[src/rtl/tlut_pkg.sv]
package tlut_pkg;
   typedef enum logic [1:0] {
      TL_IMM  = 2'd0,
      TL_REG  = 2'd1,
      TL_LANE = 2'd2,
      TL_COND = 2'd3
   } tl_mode_e;
endpackage

[src/rtl/tlut_vec.sv]
// Row of N identical 3-input lookups sharing one truth table.
module tlut_vec #(
   parameter int N       = 64,
   parameter int TABLE_W = 8
) (
   input  logic [TABLE_W-1:0] table_i,
   input  logic [N-1:0]       sel_hi,
   input  logic [N-1:0]       sel_mid,
   input  logic [N-1:0]       sel_lo,
   output logic [N-1:0]       out_o
);
   localparam int IDX_W = $clog2(TABLE_W);

   if (TABLE_W != 8) begin : g_bad_table
      $error("tlut_vec: TABLE_W must be 8 for a 3-input lookup");
   end
   if (N < 1) begin : g_bad_n
      $error("tlut_vec: N must be positive");
   end

   for (genvar g = 0; g < N; g++) begin : g_bit
      logic [IDX_W-1:0] idx;
      assign idx      = {sel_hi[g], sel_mid[g], sel_lo[g]};
      assign out_o[g] = table_i[idx];
   end
endmodule

[src/rtl/tlut_lane_merge.sv]
// Swizzle mode: three byte lanes of one source form the index, result replicated into enabled lanes.
module tlut_lane_merge #(
   parameter int DATA_W  = 64,
   parameter int LANE_W  = 8,
   parameter int LANES   = 3,
   parameter int MASK_W  = 4,
   parameter int TABLE_W = 8
) (
   input  logic [DATA_W-1:0]  src_i,
   input  logic [DATA_W-1:0]  dst_i,
   input  logic [TABLE_W-1:0] table_i,
   input  logic [MASK_W-1:0]  mask_i,
   output logic [DATA_W-1:0]  merged_o
);
   localparam int USED_W = LANES * LANE_W;

   if (LANES != 3) begin : g_bad_lanes
      $error("tlut_lane_merge: three lanes are needed for a 3-bit index");
   end
   if (USED_W > DATA_W) begin : g_bad_width
      $error("tlut_lane_merge: lanes do not fit the data word");
   end
   if (MASK_W < LANES) begin : g_bad_mask
      $error("tlut_lane_merge: mask narrower than lane count");
   end

   logic [LANE_W-1:0] lane_res;

   tlut_vec #(.N(LANE_W), .TABLE_W(TABLE_W)) u_lut (
      .table_i (table_i),
      .sel_hi  (src_i[0*LANE_W +: LANE_W]),
      .sel_mid (src_i[1*LANE_W +: LANE_W]),
      .sel_lo  (src_i[2*LANE_W +: LANE_W]),
      .out_o   (lane_res)
   );

   for (genvar j = 0; j < LANES; j++) begin : g_lane
      assign merged_o[j*LANE_W +: LANE_W] =
         mask_i[j] ? lane_res : dst_i[j*LANE_W +: LANE_W];
   end

   if (DATA_W > USED_W) begin : g_upper
      assign merged_o[DATA_W-1:USED_W] = dst_i[DATA_W-1:USED_W];
      logic unused_src_hi;
      assign unused_src_hi = ^src_i[DATA_W-1:USED_W];
   end
   if (MASK_W > LANES) begin : g_spare_mask
      logic unused_mask_hi;
      assign unused_mask_hi = ^mask_i[MASK_W-1:LANES];
   end
endmodule

[src/rtl/tlut_cond_merge.sv]
// Condition-field mode: narrow field updated only where the mask allows.
module tlut_cond_merge #(
   parameter int DATA_W  = 64,
   parameter int FIELD_W = 4,
   parameter int MASK_W  = 4,
   parameter int TABLE_W = 8
) (
   input  logic [DATA_W-1:0]  fa_i,
   input  logic [DATA_W-1:0]  fb_i,
   input  logic [DATA_W-1:0]  fc_i,
   input  logic [TABLE_W-1:0] table_i,
   input  logic [MASK_W-1:0]  mask_i,
   output logic [DATA_W-1:0]  merged_o
);
   if (FIELD_W > MASK_W) begin : g_bad_mask
      $error("tlut_cond_merge: mask narrower than field");
   end
   if (FIELD_W >= DATA_W) begin : g_bad_field
      $error("tlut_cond_merge: field must be narrower than data word");
   end

   logic [FIELD_W-1:0] field_res;

   tlut_vec #(.N(FIELD_W), .TABLE_W(TABLE_W)) u_lut (
      .table_i (table_i),
      .sel_hi  (fa_i[FIELD_W-1:0]),
      .sel_mid (fb_i[FIELD_W-1:0]),
      .sel_lo  (fc_i[FIELD_W-1:0]),
      .out_o   (field_res)
   );

   for (genvar k = 0; k < FIELD_W; k++) begin : g_fbit
      assign merged_o[k] = mask_i[k] ? field_res[k] : fa_i[k];
   end
   assign merged_o[DATA_W-1:FIELD_W] = fa_i[DATA_W-1:FIELD_W];

   logic unused_fbc;
   assign unused_fbc = ^{fb_i[DATA_W-1:FIELD_W], fc_i[DATA_W-1:FIELD_W]};
   if (MASK_W > FIELD_W) begin : g_spare_mask
      logic unused_mask_hi;
      assign unused_mask_hi = ^mask_i[MASK_W-1:FIELD_W];
   end
endmodule

[src/rtl/tlut_unit.sv]
module tlut_unit
   import tlut_pkg::*;
#(
   parameter int DATA_W  = 64,
   parameter int TABLE_W = 8,
   parameter int LANE_W  = 8,
   parameter int LANES   = 3,
   parameter int FIELD_W = 4,
   parameter int MASK_W  = 4,
   parameter bit OUT_REG = 1'b1
) (
   input  logic              clk,
   input  logic              rst_n,
   input  logic              in_valid,
   input  logic [1:0]        mode,
   input  logic [DATA_W-1:0] dst_in,
   input  logic [DATA_W-1:0] opa,
   input  logic [DATA_W-1:0] opb,
   input  logic [DATA_W-1:0] opc,
   input  logic [7:0]        imm,
   input  logic [MASK_W-1:0] lane_mask,
   output logic              out_valid,
   output logic [DATA_W-1:0] result
);
   localparam int LANE_TOP = LANES * LANE_W;

   if (TABLE_W != 8) begin : g_bad_table
      $error("tlut_unit: TABLE_W must be 8");
   end
   if (DATA_W < LANE_TOP || DATA_W <= TABLE_W) begin : g_bad_data
      $error("tlut_unit: DATA_W too small");
   end

   tl_mode_e mode_e;
   assign mode_e = tl_mode_e'(mode);

   // Wide path: immediate or register-sourced table.
   logic [TABLE_W-1:0] wide_table;
   logic [DATA_W-1:0]  wide_res;
   logic [DATA_W-1:0]  lane_res;
   logic [DATA_W-1:0]  cond_res;
   logic [DATA_W-1:0]  next_res;

   assign wide_table = (mode_e == TL_REG) ? opc[TABLE_W-1:0] : imm;

   tlut_vec #(.N(DATA_W), .TABLE_W(TABLE_W)) u_wide (
      .table_i (wide_table),
      .sel_hi  (dst_in),
      .sel_mid (opa),
      .sel_lo  (opb),
      .out_o   (wide_res)
   );

   tlut_lane_merge #(
      .DATA_W(DATA_W), .LANE_W(LANE_W), .LANES(LANES),
      .MASK_W(MASK_W), .TABLE_W(TABLE_W)
   ) u_lane (
      .src_i    (opa),
      .dst_i    (dst_in),
      .table_i  (imm),
      .mask_i   (lane_mask),
      .merged_o (lane_res)
   );

   tlut_cond_merge #(
      .DATA_W(DATA_W), .FIELD_W(FIELD_W), .MASK_W(MASK_W), .TABLE_W(TABLE_W)
   ) u_cond (
      .fa_i     (dst_in),
      .fb_i     (opa),
      .fc_i     (opb),
      .table_i  (imm),
      .mask_i   (lane_mask),
      .merged_o (cond_res)
   );

   always_comb begin
      unique case (mode_e)
         TL_IMM, TL_REG: next_res = wide_res;
         TL_LANE:        next_res = lane_res;
         default:        next_res = cond_res;
      endcase
   end

   logic unused_opc_hi;
   assign unused_opc_hi = ^opc[DATA_W-1:TABLE_W];

   if (OUT_REG) begin : g_reg
      logic              vld_q;
      logic [DATA_W-1:0] res_q;

      always_ff @(posedge clk or negedge rst_n) begin
         if (!rst_n) begin
            vld_q <= 1'b0;
            res_q <= '0;
         end else begin
            vld_q <= in_valid;
            if (in_valid) res_q <= next_res;
         end
      end

      assign out_valid = vld_q;
      assign result    = res_q;

      assert_valid_follows_R6: assert property (@(posedge clk) disable iff (!rst_n)
         in_valid |=> out_valid)
         else $error("R6: out_valid missing after strobe");
      assert_valid_drops_R6: assert property (@(posedge clk) disable iff (!rst_n)
         !in_valid |=> !out_valid)
         else $error("R6: out_valid without strobe");
      assert_hold_idle_R7: assert property (@(posedge clk) disable iff (!rst_n)
         !in_valid |=> $stable(result))
         else $error("R7: result changed while idle");
      assert_cond_keep_R5: assert property (@(posedge clk) disable iff (!rst_n)
         (in_valid && mode == 2'd3) |=>
            (((result[FIELD_W-1:0] ^ $past(dst_in[FIELD_W-1:0]))
              & ~$past(lane_mask[FIELD_W-1:0])) == '0)
            && (result[DATA_W-1:FIELD_W] == $past(dst_in[DATA_W-1:FIELD_W])))
         else $error("R5: masked-off field bits altered");
      assert_lane_zero_mask_R3: assert property (@(posedge clk) disable iff (!rst_n)
         (in_valid && mode == 2'd2 && lane_mask[LANES-1:0] == '0) |=>
            (result[LANE_TOP-1:0] == $past(dst_in[LANE_TOP-1:0])))
         else $error("R3: lanes written with empty mask");
      if (DATA_W > LANE_TOP) begin : g_upper_chk
         assert_lane_upper_R4: assert property (@(posedge clk) disable iff (!rst_n)
            (in_valid && mode == 2'd2) |=>
               (result[DATA_W-1:LANE_TOP] == $past(dst_in[DATA_W-1:LANE_TOP])))
            else $error("R4: bits above lanes altered");
      end
   end else begin : g_comb
      assign out_valid = in_valid;
      assign result    = next_res;
      logic unused_clk;
      assign unused_clk = clk ^ rst_n;
   end
endmodule

[config.mk]
export PLATFORM = sky130hd
export DESIGN_NAME = tlut_unit
export DESIGN_NICKNAME = d
export VERILOG_FILES = /design/src/rtl/tlut_pkg.sv /design/src/rtl/tlut_vec.sv /design/src/rtl/tlut_lane_merge.sv /design/src/rtl/tlut_cond_merge.sv /design/src/rtl/tlut_unit.sv
export SDC_FILE = /design/constraint.sdc
export NUM_CORES = 1
export LEC_CHECK = 0
export BUFFER_PORTS_ARGS = -buffer_cell sky130_fd_sc_hd__buf_2
export CAP_MARGIN = 20
export CORE_ASPECT_RATIO = 1.25
export CORE_MARGIN = 8
export CORE_UTILIZATION = 35
export CTS_CLUSTER_DIAMETER = 80
export DETAILED_ROUTE_END_ITERATION = 8
export PLACE_DENSITY_LB_ADDON = 0.25
export SLEW_MARGIN = 20
export SYNTH_ARGS = -nofsm -noshare
export SYNTH_HDL_FRONTEND = slang
export SYNTH_HIERARCHICAL = 1
export SYNTH_SLANG_ARGS = --single-unit
export TNS_END_PERCENT = 30
[constraint.sdc]
create_clock -name clk -period 0.8 [get_ports clk]
set_input_delay 0 -clock clk [delete_from_list [all_inputs] [get_ports clk]]
set_output_delay 0 -clock clk [all_outputs]
set_load 0.02 [all_outputs]
==> metrics.md, run 1 <==
| Metric | Value |
|---|---|
| RSZ-0062 raised after global routing | `true` |
| Final setup fails | `129` |
| Worst Hold Class | `input port to flop` |
| Final WS setup | `-0.870 ns` |
| Met3 Usage GRT | `5.54%` |
| Vias in the first global route | `8,789` |
| Synth area leaders | `mux4_2 (27%), dfrtp_1 (16%), mux2_2 (8.3%)` |
| Root Driver | `clkbuf_16` |
| Die Span X | `roughly 170 um` |
| Clock H-tree levels | `3` |
| Total congestion overflow | `0` |
| Worst reg2reg path depth | `2` |
| Total iterations of the first detailed-routing run | `4` |
| Reg power frac | `24.3%` |
| CP startpoint kind | `input port` |
| Avg Synthesized Cell Area | `13.2 sq um` |
| Most frequent cells in the layout | `buf_2 (242), mux4_2 (127), buf_4 (70), mux2_4 (65), dfrtp_1 (65)` |
| Clock Sinks | `65` |
| Ports | `roughly 340` |
| Failing checks | `setup timing` |
| CP arrival | `1.90 ns` |
| Max Clock Skew | `0 ns` |
| Synth top area share | `roughly a quarter` |
| Count of endpoints failing hold in the final timing report | `0` |
| Total CTS buffers | `9` |
| CP Capture Type | `flop` |
| Post-synthesis cell type count | `19` |
| Placer congestion estimate | `between 0.8 and 0.9` |
| Switching power | `~6.1 mW` |
| VDD IR max | `0.000793 V` |
| Std-Cell Rows | `70` |
| Met2 global-route usage | `between 30% and 40%` |
| GRT busiest layer | `met2` |
| Syn Nets | `1,052` |
| Leakage dissipation | `5.66 nW` |
| WHS Path Cells | `3` |
| Port bufs | `281` |
| Worst slew margin | `41.0%` |
| Max Fclk | `~600 MHz` |
| Period utilisation layout | `209%` |
| Vias/cell | `5.66` |
| Sw Share | `36.0%` |
| Post-synth top area cell | `mux4_2` |
| Core Footprint | `0.0291 sq mm` |
| Effective utilization at floorplan | `35.4%` |
| Drt initial violations | `500` |
| Routed vias | `8,000` |
| Met1 GRT Util | `25.3%` |
| GRT Total Usage | `20.6%` |
| Yosys warnings | `6` |
| Final layout net count | `approximately 1,300` |
| Largest net degree at the start of global routing | `66` |
| Placed cell areas | `0.0121 sq mm` |
| Power Density | `1320 mW/mm^2` |
| Max-Cap Viols | `0` |
| Clk buf depth | `2` |
| CP max FO | `13` |
| Status | `finished with violations` |
| Clock power frac | `23.8%` |
| DRT antenna net count | `0` |
| Postcts setup bufs | `0` |
| Post-DR wirelength/cell | `26.1 um` |
| First-pass GRT wire length | `between 50 and 60 mm` |
| Area added between synthesis and finish | `25.3%` |
| Initial antenna violation count | `13` |
| Die area | `approximately 0.035 sq mm` |
| Req. time, crit path | `1.03 ns` |
| CP Class | `input port to flop` |
| # DRC | `0` |
| Detailed Route WL | `approximately 37 mm` |
| Die extent in y | `208 um` |
| Int Pwr | `10.9 mW` |
| Crit path time final | `around 1.7 ns` |
| Clk pin slew, worst setup/hold paths | `0.07 ns` |
| Synth Instances | `779` |
| Final non-filler cell area | `between 0.01 and 0.015 sq mm` |
| Least-Margin Pin Slew | `about 0.89 ns` |
| Hold WS | `roughly 0.0056 ns` |
| TritonCTS clock tree | `built` |
| Sequential area share after synthesis | `15.8%` |
| Max Slew Vio Count | `0` |
| Layout fillers | `2,797` |
| Dpl hpwl | `roughly 26 mm` |
| #FFs+latches synth | `65` |
| Logic pwr share | `51.9%` |
| Clk_lat worst skew | `roughly 0.35 ns` |
| Post-Syn Area | `0.0103 sq mm` |
| Commonest non-fill, non-tap cell in the layout | `buf_2` |
| Layout cell share with drive strength beyond 1 | `69.6%` |
==> area by class of cell <==
class | instances | area, sq um | area share (%)
multi-input cells | 523 | 7370 | 57.1
repair buffers | 407 | 3130 | 24.2
flip-flops and latches | 65 | 1630 | 12.6
well taps | 396 | 495 | 3.84
clock buffers | 14 | 264 | 2.05
diodes | 7 | 17.5 | 0.136
clock inverters | 2 | 12.5 | 0.0969
==> power by group through the flow <==
| stage | logic, mW | registers [mW] | clock network [mW] |
|---|---|---|---|
| 5_1_grt | 9.35 | 4.19 | 4.30 |
| 3_5_place_dp | 8.32 | 4.11 | 0 |
| 3_3_place_gp | 8.21 | 4.12 | 0 |
| 2_1_floorplan | 5.02 | 4.71 | 0 |
| 6_report | 8.82 | 4.13 | 4.05 |
| 4_1_cts | 8.72 | 4.12 | 4.19 |
==> synth_stat cells <==
master / instances
clkbuf_2: 2
nand2b_1: 64
mux4_2: 122
mux2_4: 36
buf_2: 33
dfrtp_1: 65
clkbuf_1: 20
mux2i_1: 64
nand3b_1: 64
nand2_4: 1
buf_6: 22
nor2b_2: 1
o211ai_2: 61
buf_12: 1
buf_4: 109
mux2_2: 76
mux4_1: 30
o211ai_1: 3
buf_8: 5
==> kinds of logic after synthesis <==
logic type	share of synthesized area (%)
AOI/OAI and AO/OA	7.63
DFF	15.8
and+or+nand+nor	8.75
muxes	54.1
buffers and inverters	13.7
==> state kept, by name (all words and copies together) (netlist names) <==
register,flops
out_valid,1
result,64
==> stage by stage <==
| stage | std cells | power (mW) | utilization (%) | worst slack [ns] | setup TNS [ns] |
|---|---|---|---|---|---|
| floorplan | 779 | 9.74 | - | -1.05 | -66.29 |
| global placement | 1368 | 12.3 | 41.5 | -1.23 | -75.87 |
| detailed placement | 1368 | 12.4 | 41.5 | -1.25 | -77.12 |
| CTS | 1403 | 17.0 | 43.8 | -0.827 | -58.63 |
| global route | 1411 | 17.8 | 44.4 | -0.910 | -64.27 |
| finish | 1414 | 17.0 | 44.4 | -0.870 | -59.70 |
==> metal layers <==
metal | vias up | share of wire [%]
li1 | 3488 | -
met1 | 4080 | 41
met2 | 349 | 49
met3 | 69 | 6.8
met4 | 14 | 3.4
met5 | - | 0.24
==> worst max-delay path: stages <==
cell and delay (ns):
buf_8 0.10, nor2b_4 0.12, buf_12 0.15, mux2_4 0.40
clkbuf_16 0.21, mux4_2 0.45, mux2_4 0.28, nand3b_1 0.10
o211ai_2 0.08
==> final timing paths <==
| path | from | end | slack [ns] |
|---|---|---|---|
| worst max register to register | result[1] | result[1] | 0.03 |
| max in group asynchronous | rst_n | result[31] | 0.22 |
| worst min register to register | result[44] | result[44] | 0.49 |
| worst max-delay path | mode[1] | result[37] | -0.87 |
| min in group asynchronous | rst_n | out_valid | 0.12 |
| worst min-delay path | dst_in[41] | result[41] | 0.006 |
==> what timing repair did <==
action	4_1_cts	5_1_grt
endpoints found under the hold margin	83	0
pin swaps	2	2
hold buffers	19	0
gates cloned	0	4
gates resized for setup	72	20
setup endpoints to repair	129	129
Note: power is estimated with default switching activity, not from simulation.
==> inputs of run 2 (changes only) <==
Settings changed: REMOVE_ABC_BUFFERS set to 1.
==> metrics.md, run 2 (synthesis results as in run 1) <==
| Metric | Value |
|---|---|
| Pre-CTS setup slack | `-1.29 ns (was -1.25 ns)` |
| CP max FO | `25 (was 13)` |
| Max Clock Skew | `0 ns (unchanged)` |
| Total iterations of the first detailed-routing run | `4 (unchanged)` |
| Power Total | `17.1 mW (was 17.0 mW)` |
| TritonCTS clock tree | `built (unchanged)` |
| Vias/cell | `5.64 (was 5.66)` |
| Most frequent cells in the layout | `buf_2 (250), mux4_2 (128), buf_4 (66), dfrtp_1 (65) (was buf_2 (242), mux4_2 (127), buf_4 (70), mux2_4 (65), dfrtp_1 (65))` |
| Max Fclk | `604 MHz (was 599 MHz)` |
| Sw Share | `34.7% (was 36.0%)` |
| Slowest stage delay, CP | `0.47 ns (was 0.45 ns)` |
| Clock H-tree levels | `3 (unchanged)` |
| Power Density | `1330 mW/mm^2 (was 1320 mW/mm^2)` |
| Period utilisation layout | `207% (was 209%)` |
| Failing checks | `setup timing (unchanged)` |
| Final layout net count | `1,280 (was 1,279)` |
| DRT antenna net count | `0 (unchanged)` |
| Clk buf depth | `2 (unchanged)` |
| Int Pwr | `11.2 mW (was 10.9 mW)` |
| Multi-input logic area | `0.00733 sq mm (was 0.00737 sq mm)` |
| Worst Hold Class | `input port to flop (unchanged)` |
| Vias in the first global route | `9,028 (was 8,789)` |
| Core Footprint | `0.0291 sq mm (unchanged)` |
| Reg power frac | `24.2% (was 24.3%)` |
| Die extent in y | `208 um (unchanged)` |
| Commonest non-fill, non-tap cell in the layout | `buf_2 (unchanged)` |
| Crit path buffers/inverters | `3 (unchanged)` |
| M1 wire length | `14.9 mm (was 15.0 mm)` |
| Layout cell share with drive strength beyond 1 | `69.3% (was 69.6%)` |
| Largest delay contributor family on the critical path | `multiplexers (unchanged)` |
| CP Class | `input port to flop (unchanged)` |
| Switching power | `5.94 mW (was 6.11 mW)` |
| Count of endpoints failing hold in the final timing report | `0 (unchanged)` |
| Leakage dissipation | `5.63 nW (was 5.66 nW)` |
| Clock power frac | `25.6% (was 23.8%)` |
| Max Slew Vio Count | `0 (unchanged)` |
| Placer congestion estimate | `0.807 (was 0.815)` |
| VDD IR max | `0.000800 V (was 0.000793 V)` |
| Area added between synthesis and finish | `24.8% (was 25.3%)` |
| Finished Core Util | `44.2% (was 44.4%)` |
| Root Driver | `clkbuf_16 (unchanged)` |
| Total CTS buffers | `9 (unchanged)` |
| Met2 routed WL | `17.0 mm (was 18.1 mm)` |
| Clk pin slew, worst setup/hold paths | `0.06 ns (was 0.07 ns)` |
| Worst slew margin | `49.6% (was 41.0%)` |
| Detailed Route WL | `35.1 mm (was 36.9 mm)` |
| CP startpoint kind | `input port (unchanged)` |
| Effective utilization at floorplan | `35.4% (unchanged)` |
| Dpl hpwl | `24.9 mm (was 26.2 mm)` |
| Logic pwr share | `50.2% (was 51.9%)` |
| Die area | `0.0352 sq mm (unchanged)` |
| CP arrival | `1.89 ns (was 1.90 ns)` |
| Number of flip-flops in the largest register | `64 (unchanged)` |
| Drt initial violations | `441 (was 500)` |
| Sequential cell area | `0.00163 sq mm (unchanged)` |
| Post-DR wirelength/cell | `24.9 um (was 26.1 um)` |
| CP Capture Type | `flop (unchanged)` |
| Max-Cap Viols | `0 (unchanged)` |
| Cell Chain, Critical Path | `buf_8 > nor2b_4 > buf_12 > mux2_4 > buf_12 > mux4_2 > mux2_2 > nand3b_1 > o211ai_2 (was buf_8 > nor2b_4 > buf_12 > mux2_4 > clkbuf_16 > mux4_2 > mux2_4 > nand3b_1 > o211ai_2)` |
| Hold WS | `0.00760 ns (was 0.00563 ns)` |
| Die Span X | `169 um (unchanged)` |
| First-pass GRT wire length | `54.3 mm (was 55.2 mm)` |
| Total congestion overflow | `0 (unchanged)` |
| Final setup fails | `129 (unchanged)` |
| Ports | `338 (unchanged)` |
| Layout fillers | `2,754 (was 2,797)` |
| Postcts setup bufs | `0 (unchanged)` |
| Std-Cell Rows | `70 (unchanged)` |
| RSZ-0062 raised after global routing | `true (unchanged)` |
| Max layer used | `met5 (unchanged)` |
| # DRC | `0 (unchanged)` |
| Final WS setup | `-0.856 ns (was -0.870 ns)` |
| Most used cell, CP | `buf_12 (was mux2_4)` |
| Crit path time final | `1.66 ns (was 1.67 ns)` |
| Port bufs | `281 (unchanged)` |
| Clk_lat worst skew | `0.36 ns (was 0.35 ns)` |
| Req. time, crit path | `1.03 ns (about the same)` |
| Status | `finished with violations (unchanged)` |
| Initial antenna violation count | `5 (was 13)` |
| Largest net degree at the start of global routing | `66 (unchanged)` |
| Clock Sinks | `65 (unchanged)` |
| Met3 wire length | `2.61 mm (was 2.50 mm)` |
| GRT Total Usage | `20.0% (was 20.6%)` |
| Critical path's slowest cell | `mux4_2 (unchanged)` |
| Least-Margin Pin Slew | `0.756 ns (was 0.885 ns)` |
| Routed vias | `7,953 (was 8,000)` |
==> run 2: cell count changes in the layout (fill, tap and decap cells not counted), moves of 2 or more <==
cell,previous run,this run
buf_2,242,250
buf_6,38,31
mux2_2,48,52
buf_4,70,66
dlygate4sd3_1,19,25
buf_12,34,36
diode_2,7,3
clkbuf_16,12,9
mux2_4,65,60
==> run 2: layout make-up <==
type                            instances  area share, %
Multi-Input combinational cell        522           57.0
Timing Repair Buffer                  409           24.0
Sequential cell                        65           12.7
Tap cell                              396           3.86
Clock buffer                           14           2.13
Clock inverter                          2          0.273
Antenna cell                            3         0.0584
==> run 2: what timing repair did <==
action,4_1_cts,5_1_grt
hold endpoints to repair,85,0
endpoints found under the setup margin,129,129
gates resized for setup,44,48
pin swaps,4,6
hold buffers,25,0
==> run 2: final timing paths <==
kind / start / to / slack (ns) / depth (start not counted)
worst min-delay path: dst_in[45] / result[45] / 0.008 / 3
worst max-delay path: mode[0] / result[36] / -0.86 / 9
worst min register to register: result[32] / result[32] / 0.49 / 2
min in group asynchronous: rst_n / result[14] / 0.05 / 2
max in group asynchronous: rst_n / result[56] / 0.33 / 3
worst max register to register: result[28] / result[28] / 0.07 / 2
==> run 2: layer usage <==
metal / global-route usage [%] / vias to the layer above
met5: 0 / -
li1: - / 3481
met4: 5.32 / 4
met2: 32.6 / 319
met1: 25.3 / 4110
met3: 5.80 / 39
==> run 2: stage by stage <==
| stage | std cells | setup TNS, ns | instance area [sq um] |
|---|---|---|---|
| after global placement | 1367 | -80.48 | 12000 |
| final | 1411 | -58.64 | 12900 |
| after global routing | 1411 | -62.77 | 12900 |
| after detailed placement | 1367 | -80.72 | 12000 |
| after CTS | 1408 | -58.78 | 12700 |
| after floorplan | 587 | -74.91 | 8890 |
==> run 2: power by group through the flow <==
stage | Sequential (mW) | Combinational (mW) | Clock [mW]
after global routing | 4.20 | 9.14 | 4.64
after detailed placement | 4.13 | 8.10 | 0
after floorplan | 4.72 | 3.92 | 0
final | 4.13 | 8.58 | 4.39
after global placement | 4.13 | 8.05 | 0
after CTS | 4.11 | 8.39 | 4.53
==> run 2: worst min-delay path, cell delays in order <==
cell      delay, ns
buf_2          0.12
mux2i_1        0.08
o211ai_2       0.13
